==> src/rtl/serial_rx3_pkg.sv <==
package serial_rx3_pkg;

  // Strobes issued by the control unit to the datapath each cycle
  typedef struct packed {
    logic shiftEn;  // sample serData into the shift stage
    logic xfer;     // move shift stage into the buffer
    logic copy;     // move buffer into the host data register
  } rxStrobe_t;

endpackage

==> src/rtl/serial_rx3_ctrl.sv <==
module serial_rx3_ctrl
  import serial_rx3_pkg::*;
#(
  parameter int W = 8
) (
  input  logic      clk,
  input  logic      rstN,
  input  logic      frameSync,
  input  logic      hostRd,
  input  logic      flagClr,
  output rxStrobe_t strb,
  output logic      rxReady,
  output logic      overrun,
  output logic      syncErr
);

  localparam int CW = $clog2(W + 1);
  localparam logic [CW-1:0] LAST_IDX = CW'(W - 1);

  logic [CW-1:0] bitCnt;
  logic          shiftFull;
  logic          bufFull;

  logic inFrame, lastBit, copyNow, xferNow, lossEvt, syncEvt;

  always_comb begin
    inFrame = (bitCnt != '0);
    lastBit = inFrame && !frameSync && (bitCnt == LAST_IDX);
    copyNow = bufFull && !rxReady;
    xferNow = shiftFull && (!bufFull || copyNow);
    lossEvt = frameSync && shiftFull && !xferNow;
    syncEvt = frameSync && inFrame;
    strb.shiftEn = frameSync || inFrame;
    strb.xfer    = xferNow;
    strb.copy    = copyNow;
  end

  // Bit counter: 0 means idle, otherwise number of bits already taken
  always_ff @(posedge clk) begin
    if (!rstN)          bitCnt <= '0;
    else if (frameSync) bitCnt <= CW'(1);
    else if (lastBit)   bitCnt <= '0;
    else if (inFrame)   bitCnt <= bitCnt + CW'(1);
  end

  // Stage occupancy
  always_ff @(posedge clk) begin
    if (!rstN) begin
      shiftFull <= 1'b0;
      bufFull   <= 1'b0;
      rxReady   <= 1'b0;
    end else begin
      if (lastBit)                shiftFull <= 1'b1;
      else if (xferNow || lossEvt) shiftFull <= 1'b0;

      if (xferNow)      bufFull <= 1'b1;
      else if (copyNow) bufFull <= 1'b0;

      if (copyNow)     rxReady <= 1'b1;
      else if (hostRd) rxReady <= 1'b0;
    end
  end

  // Sticky error flags; a new event wins over a clear in the same cycle
  always_ff @(posedge clk) begin
    if (!rstN) begin
      overrun <= 1'b0;
      syncErr <= 1'b0;
    end else begin
      if (lossEvt)      overrun <= 1'b1;
      else if (flagClr) overrun <= 1'b0;

      if (syncEvt)      syncErr <= 1'b1;
      else if (flagClr) syncErr <= 1'b0;
    end
  end


  ovr_cause_chk: assert property (@(posedge clk) disable iff (!rstN)
    $rose(overrun) |-> $past(frameSync && bufFull && rxReady));


  ready_drop_chk: assert property (@(posedge clk) disable iff (!rstN)
    $fell(rxReady) |-> $past(hostRd));


  sync_cause_chk: assert property (@(posedge clk) disable iff (!rstN)
    $rose(syncErr) |-> $past(frameSync));


  flag_sticky_chk: assert property (@(posedge clk) disable iff (!rstN)
    ($fell(overrun) || $fell(syncErr)) |-> $past(flagClr));

endmodule

==> src/rtl/serial_rx3_dp.sv <==
module serial_rx3_dp
  import serial_rx3_pkg::*;
#(
  parameter int W = 8
) (
  input  logic          clk,
  input  logic          rstN,
  input  logic          serData,
  input  rxStrobe_t     strb,
  output logic [W-1:0]  dataReg
);

  logic [W-1:0] shiftReg;
  logic [W-1:0] bufReg;

  always_ff @(posedge clk) begin
    if (!rstN) begin
      shiftReg <= '0;
      bufReg   <= '0;
      dataReg  <= '0;
    end else begin
      if (strb.shiftEn) shiftReg <= {shiftReg[W-2:0], serData};
      if (strb.xfer)    bufReg   <= shiftReg;
      if (strb.copy)    dataReg  <= bufReg;
    end
  end


  data_hold_chk: assert property (@(posedge clk) disable iff (!rstN)
    !strb.copy |=> $stable(dataReg));


  buf_hold_chk: assert property (@(posedge clk) disable iff (!rstN)
    !strb.xfer |=> $stable(bufReg));

endmodule

==> src/rtl/serial_rx3.sv <==
module serial_rx3
  import serial_rx3_pkg::*;
#(
  parameter int W = 8
) (
  input  logic         clk,
  input  logic         rstN,
  input  logic         serData,
  input  logic         frameSync,
  input  logic         hostRd,
  input  logic         flagClr,
  output logic [W-1:0] rxData,
  output logic         rxReady,
  output logic         overrun,
  output logic         syncErr
);

  rxStrobe_t strb;

  serial_rx3_ctrl #(.W(W)) u_ctrl (
    .clk       (clk),
    .rstN      (rstN),
    .frameSync (frameSync),
    .hostRd    (hostRd),
    .flagClr   (flagClr),
    .strb      (strb),
    .rxReady   (rxReady),
    .overrun   (overrun),
    .syncErr   (syncErr)
  );

  serial_rx3_dp #(.W(W)) u_dp (
    .clk     (clk),
    .rstN    (rstN),
    .serData (serData),
    .strb    (strb),
    .dataReg (rxData)
  );

endmodule

==> config.mk <==
export PLATFORM = sky130hd
export DESIGN_NAME = serial_rx3
export DESIGN_NICKNAME = d
export VERILOG_FILES = /design/src/rtl/serial_rx3_pkg.sv /design/src/rtl/serial_rx3_ctrl.sv /design/src/rtl/serial_rx3_dp.sv /design/src/rtl/serial_rx3.sv
export SDC_FILE = /design/constraint.sdc
export NUM_CORES = 1
export LEC_CHECK = 0
export BUFFER_PORTS_ARGS = -buffer_cell sky130_fd_sc_hd__buf_2
export CORE_ASPECT_RATIO = 1.1
export CORE_MARGIN = 2
export CORE_UTILIZATION = 50
export DETAILED_ROUTE_END_ITERATION = 10
export PLACE_DENSITY_LB_ADDON = 0.25
export SKIP_LAST_GASP = 1
export SYNTH_ARGS = -nofsm -noshare
export SYNTH_HDL_FRONTEND = slang
export SYNTH_SLANG_ARGS = --single-unit
==> constraint.sdc <==
create_clock -name clk -period 1.4 [get_ports clk]
set_input_delay 0.07 -clock clk [delete_from_list [all_inputs] [get_ports clk]]
set_output_delay 0.07 -clock clk [all_outputs]
set_load 0.05 [all_outputs]
==> results by group <==
STA
  • Max-Slew Margin vs Limit: 0.751
  • Finish-stage setup viols: 0
  • Crit path time final: between 1 and 1.5 ns
  • Setup Skew: 0.00943 ns
  • Fmax achieved: 746 MHz
  • Final Hold Vio Count: 0
  • RSZ-0062 raised after global routing: no
  • Tightest Pin Transition: 0.373 ns
  • Slew Viols, Final: 0
  • Period utilization: 0.958
  • TNS Setup: 0 ns

Logic synthesis
  • Leading area contributor after synthesis: dfxtp_1
  • Post-synth EDFFs: 0
  • Ys flop type: dfxtp_1
  • Post-Syn Nets: ~160
  • Number of synthesized register bits: 33
  • Average cell area after synthesis: 8.77 µm²
  • Cells after Synth: 156
  • Netlist cell types: 28
  • Top-count cell post-synth: nand2_1
  • Post-synth ARST share: 0
  • Synthesized area: ~1400 µm²
  • Synth top cells by count: nand2_1, dfxtp_1, a21boi_1
  • Sequential share of the synthesized area: 0.483
  • YS warnings: 0
  • Top-area cell type share of the netlist area: 0.483
  • Top post-synthesis cells by area: dfxtp_1, a21boi_1, nand2_1

Layout
  • Number of fill cells: 205
  • Final #Nets: 187
  • Layout cells sized above 1: 0.222
  • P&R area growth vs syn: 20.3%
  • Fin util: 0.647
  • Diode count: 0
  • Final instance area: 1650 µm²

GRT
  • Initial antenna violation count: 0
  • Global Route Usage Sum: 0.180
  • Largest net degree at the start of global routing: 22
  • GR Overflow Total: 0
  • Global-route wire length before repair: roughly 4.1 mm
  • Number of global-route vias before repair: between 900 and 1k

Floorplanning
  • Starting Density: 0.538
  • Die width: approximately 54 µm
  • Die area: 3170 µm²
  • Core Box Area: 2540 µm²
  • Die Span Y: 58.9 µm
  • Ports: 17
  • FP Rows: 19

Routing
  • Post-DR wirelength/cell: 11.4 µm
  • Total Wirelength: 2.40 mm
  • Antenna-violating nets left: 0
  • Drt initial violations: 12
  • Vias: 1077
  • DRC violation count after routing: 0
  • Vias per inst: 5.10
  • Drt pass-1 iters: 4

Status
  • Status: finished clean

CTS
  • Clock sink total: 33
  • TritonCTS buffer count: 5
  • CTS tree: done
  • Clk Tree Root Cell: clkbuf_4
  • Clock latency on the worst-skew pair: 0.33 ns
  • Clock slew at reported path FFs: 0.10 ns
  • H-tree levels: 2
  • Clock Tree Buf Depth: 2

Worst setup path
  • Setup CP Type: flop to flop
  • Worst Path Buf+Inv: 1
  • Crit path cell chain: inv_2, ha_4, or4b_4, nand2_1, a21boi_1
  • Family with the most delay on the worst path: simple AND/OR/NAND/NOR gates
  • Critical path capture point type: flop
  • Critical path's slowest cell: or4b_4
  • Max incr delay on CP: 0.50 ns
  • CP Max Fanout: 5
  • Critical Path Start Type: flop
  • CP arrival: 1.56 ns
  • Required time of the critical path: 1.62 ns
  • Worst R2R Setup Slack: 0.06 ns

Pwr
  • Int Power: 0.00158 W
  • Clk pwr share: 0.439
  • Comb pwr share: 0.078
  • Reg power frac: 0.483
  • Pwr per Cell Area: ~1200 nW/µm²
  • Worst VDD drop: 0.00107 V
  • Sw Share: 0.203
  • Pwr Total: 0.00199 W
  • Switching power: ~0.0004 W
  • Static Leak: about 0.65 nW

Placed design
  • DP Area: 1480 µm²
  • GPL Wtd Cong: 0.844
  • Number of port buffers: 16
  • Final HPWL DP: 1.69 mm

Run
  • Maxcap violations: 0

Min path
  • Hold Crit Class: input pin to flop
-- worst paths after layout --
check,cells after the start,start,endpoint
worst max-delay path,5,u_ctrl.bitCnt[1]$_SDFFE_PP0P_,u_dp.shiftReg[0]$_SDFFE_PN0P_
worst max register to register,5,u_ctrl.bitCnt[1]$_SDFFE_PP0P_,u_dp.shiftReg[0]$_SDFFE_PN0P_
worst min-delay path,2,rstN,u_dp.shiftReg[6]$_SDFFE_PN0P_
worst min register to register,2,u_dp.dataReg[7]$_SDFFE_PN0P_,u_dp.dataReg[7]$_SDFFE_PN0P_
-- power by group through the flow --
stage / logic (W) / registers (W) / clock network, W
floorplan: 0.0000950 / 0.000989 / 0
global placement: 0.000129 / 0.000982 / 0
detailed placement: 0.000132 / 0.000982 / 0
CTS: 0.000141 / 0.000961 / 0.000899
global route: 0.000171 / 0.000963 / 0.000940
finish: 0.000155 / 0.000961 / 0.000872
-- worst register-to-register path, delay by kind of cell, from the launching register on --
kind / cells / cell delay, ns
buffers and inverters: 1 / 0.07
and+or+nand+nor: 2 / 0.61
adders and majority gates: 1 / 0.14
AOI/OAI and AO/OA: 1 / 0.07
DFF: 1 / 0.35
-- logic make-up after synthesis --
kind of cell    Yosys count  synth area share
flops                    33             0.483
mux                       2            0.0146
buf+inv                  15            0.0539
compound gates           33             0.184
simple gates             69             0.234
xor+xnor                  2            0.0128
fa+ha+maj                 2            0.0183
-- area by class of cell --
type	count	area, µm²	share of cell area
clock buffer	5	37.5	0.0228
clock inverter	3	65.1	0.0395
inverter	4	15.0	0.00912
multi-input combinational	109	664	0.403
sequential	33	663	0.403
tap	31	38.8	0.0236
timing repair buffer	26	163	0.0988
-- cell usage in the layout (no fill, tap or decap) --
master / netlist / final
a21bo_1: 1 / 1
a21boi_1: 26 / 26
a21oi_1: 1 / 1
and2_1: 2 / 2
buf_2: 2 / 16
buf_4: 0 / 7
bufinv_16: 0 / 2
clkbuf_4: 0 / 5
clkinv_2: 0 / 1
dfxtp_1: 33 / 31
dfxtp_2: 0 / 2
dlygate4sd3_1: 0 / 3
ha_1: 2 / 1
ha_4: 0 / 1
inv_1: 4 / 2
inv_2: 0 / 2
mux2i_1: 2 / 2
nand2_1: 51 / 51
nand2b_1: 2 / 2
nand3_1: 3 / 3
nand4_1: 1 / 1
nand4bb_1: 1 / 1
nor2_1: 3 / 3
nor2b_1: 3 / 3
nor3b_1: 1 / 1
nor4b_4: 1 / 1
o2111ai_2: 1 / 1
o211a_1: 1 / 1
o21ai_0: 1 / 1
o21ai_1: 1 / 1
o22ai_1: 1 / 1
or4b_4: 0 / 2
xnor2_1: 1 / 1
xor2_1: 1 / 1
-- what timing repair did --
| item | CTS | global route |
|---|---|---|
| resized for setup | 0 | 4 |
| cloned | 0 | 1 |
| endpoints found under the hold margin | 3 | 0 |
| setup endpoints to repair | 2 | 11 |
| setup buffers | 0 | 1 |
| pin swaps | 0 | 1 |
| hold buffers | 3 | 0 |
-- state kept, by name (all words and copies together) (netlist names) --
signal / count
u_ctrl.syncErr: 1
u_ctrl.bufFull: 1
u_dp.shiftReg: 8
u_dp.dataReg: 8
u_ctrl.overrun: 1
u_dp.bufReg: 8
u_ctrl.bitCnt: 4
u_ctrl.shiftFull: 1
u_ctrl.rxReady: 1
-- metal layers --
metal	vias to the layer above	GRT usage	share of wire
met3	6	0.0685	0.041
met4	0	0.0879	0.021
met2	15	0.303	0.51
li1	561	-	-
met5	-	0	0
met1	495	0.194	0.43
-- through the flow --
step | setup WS (ns) | hold WS, ns | instances
after floorplan | 0.00767 | 0.209 | 156
after global placement | 0.0492 | 0.315 | 198
after detailed placement | 0.0130 | 0.329 | 198
after CTS | -0.0150 | 0.0638 | 209
after global routing | 0.00750 | 0.0734 | 211
final | 0.0594 | 0.0795 | 211
Note: power is estimated with default switching activity, not from simulation.
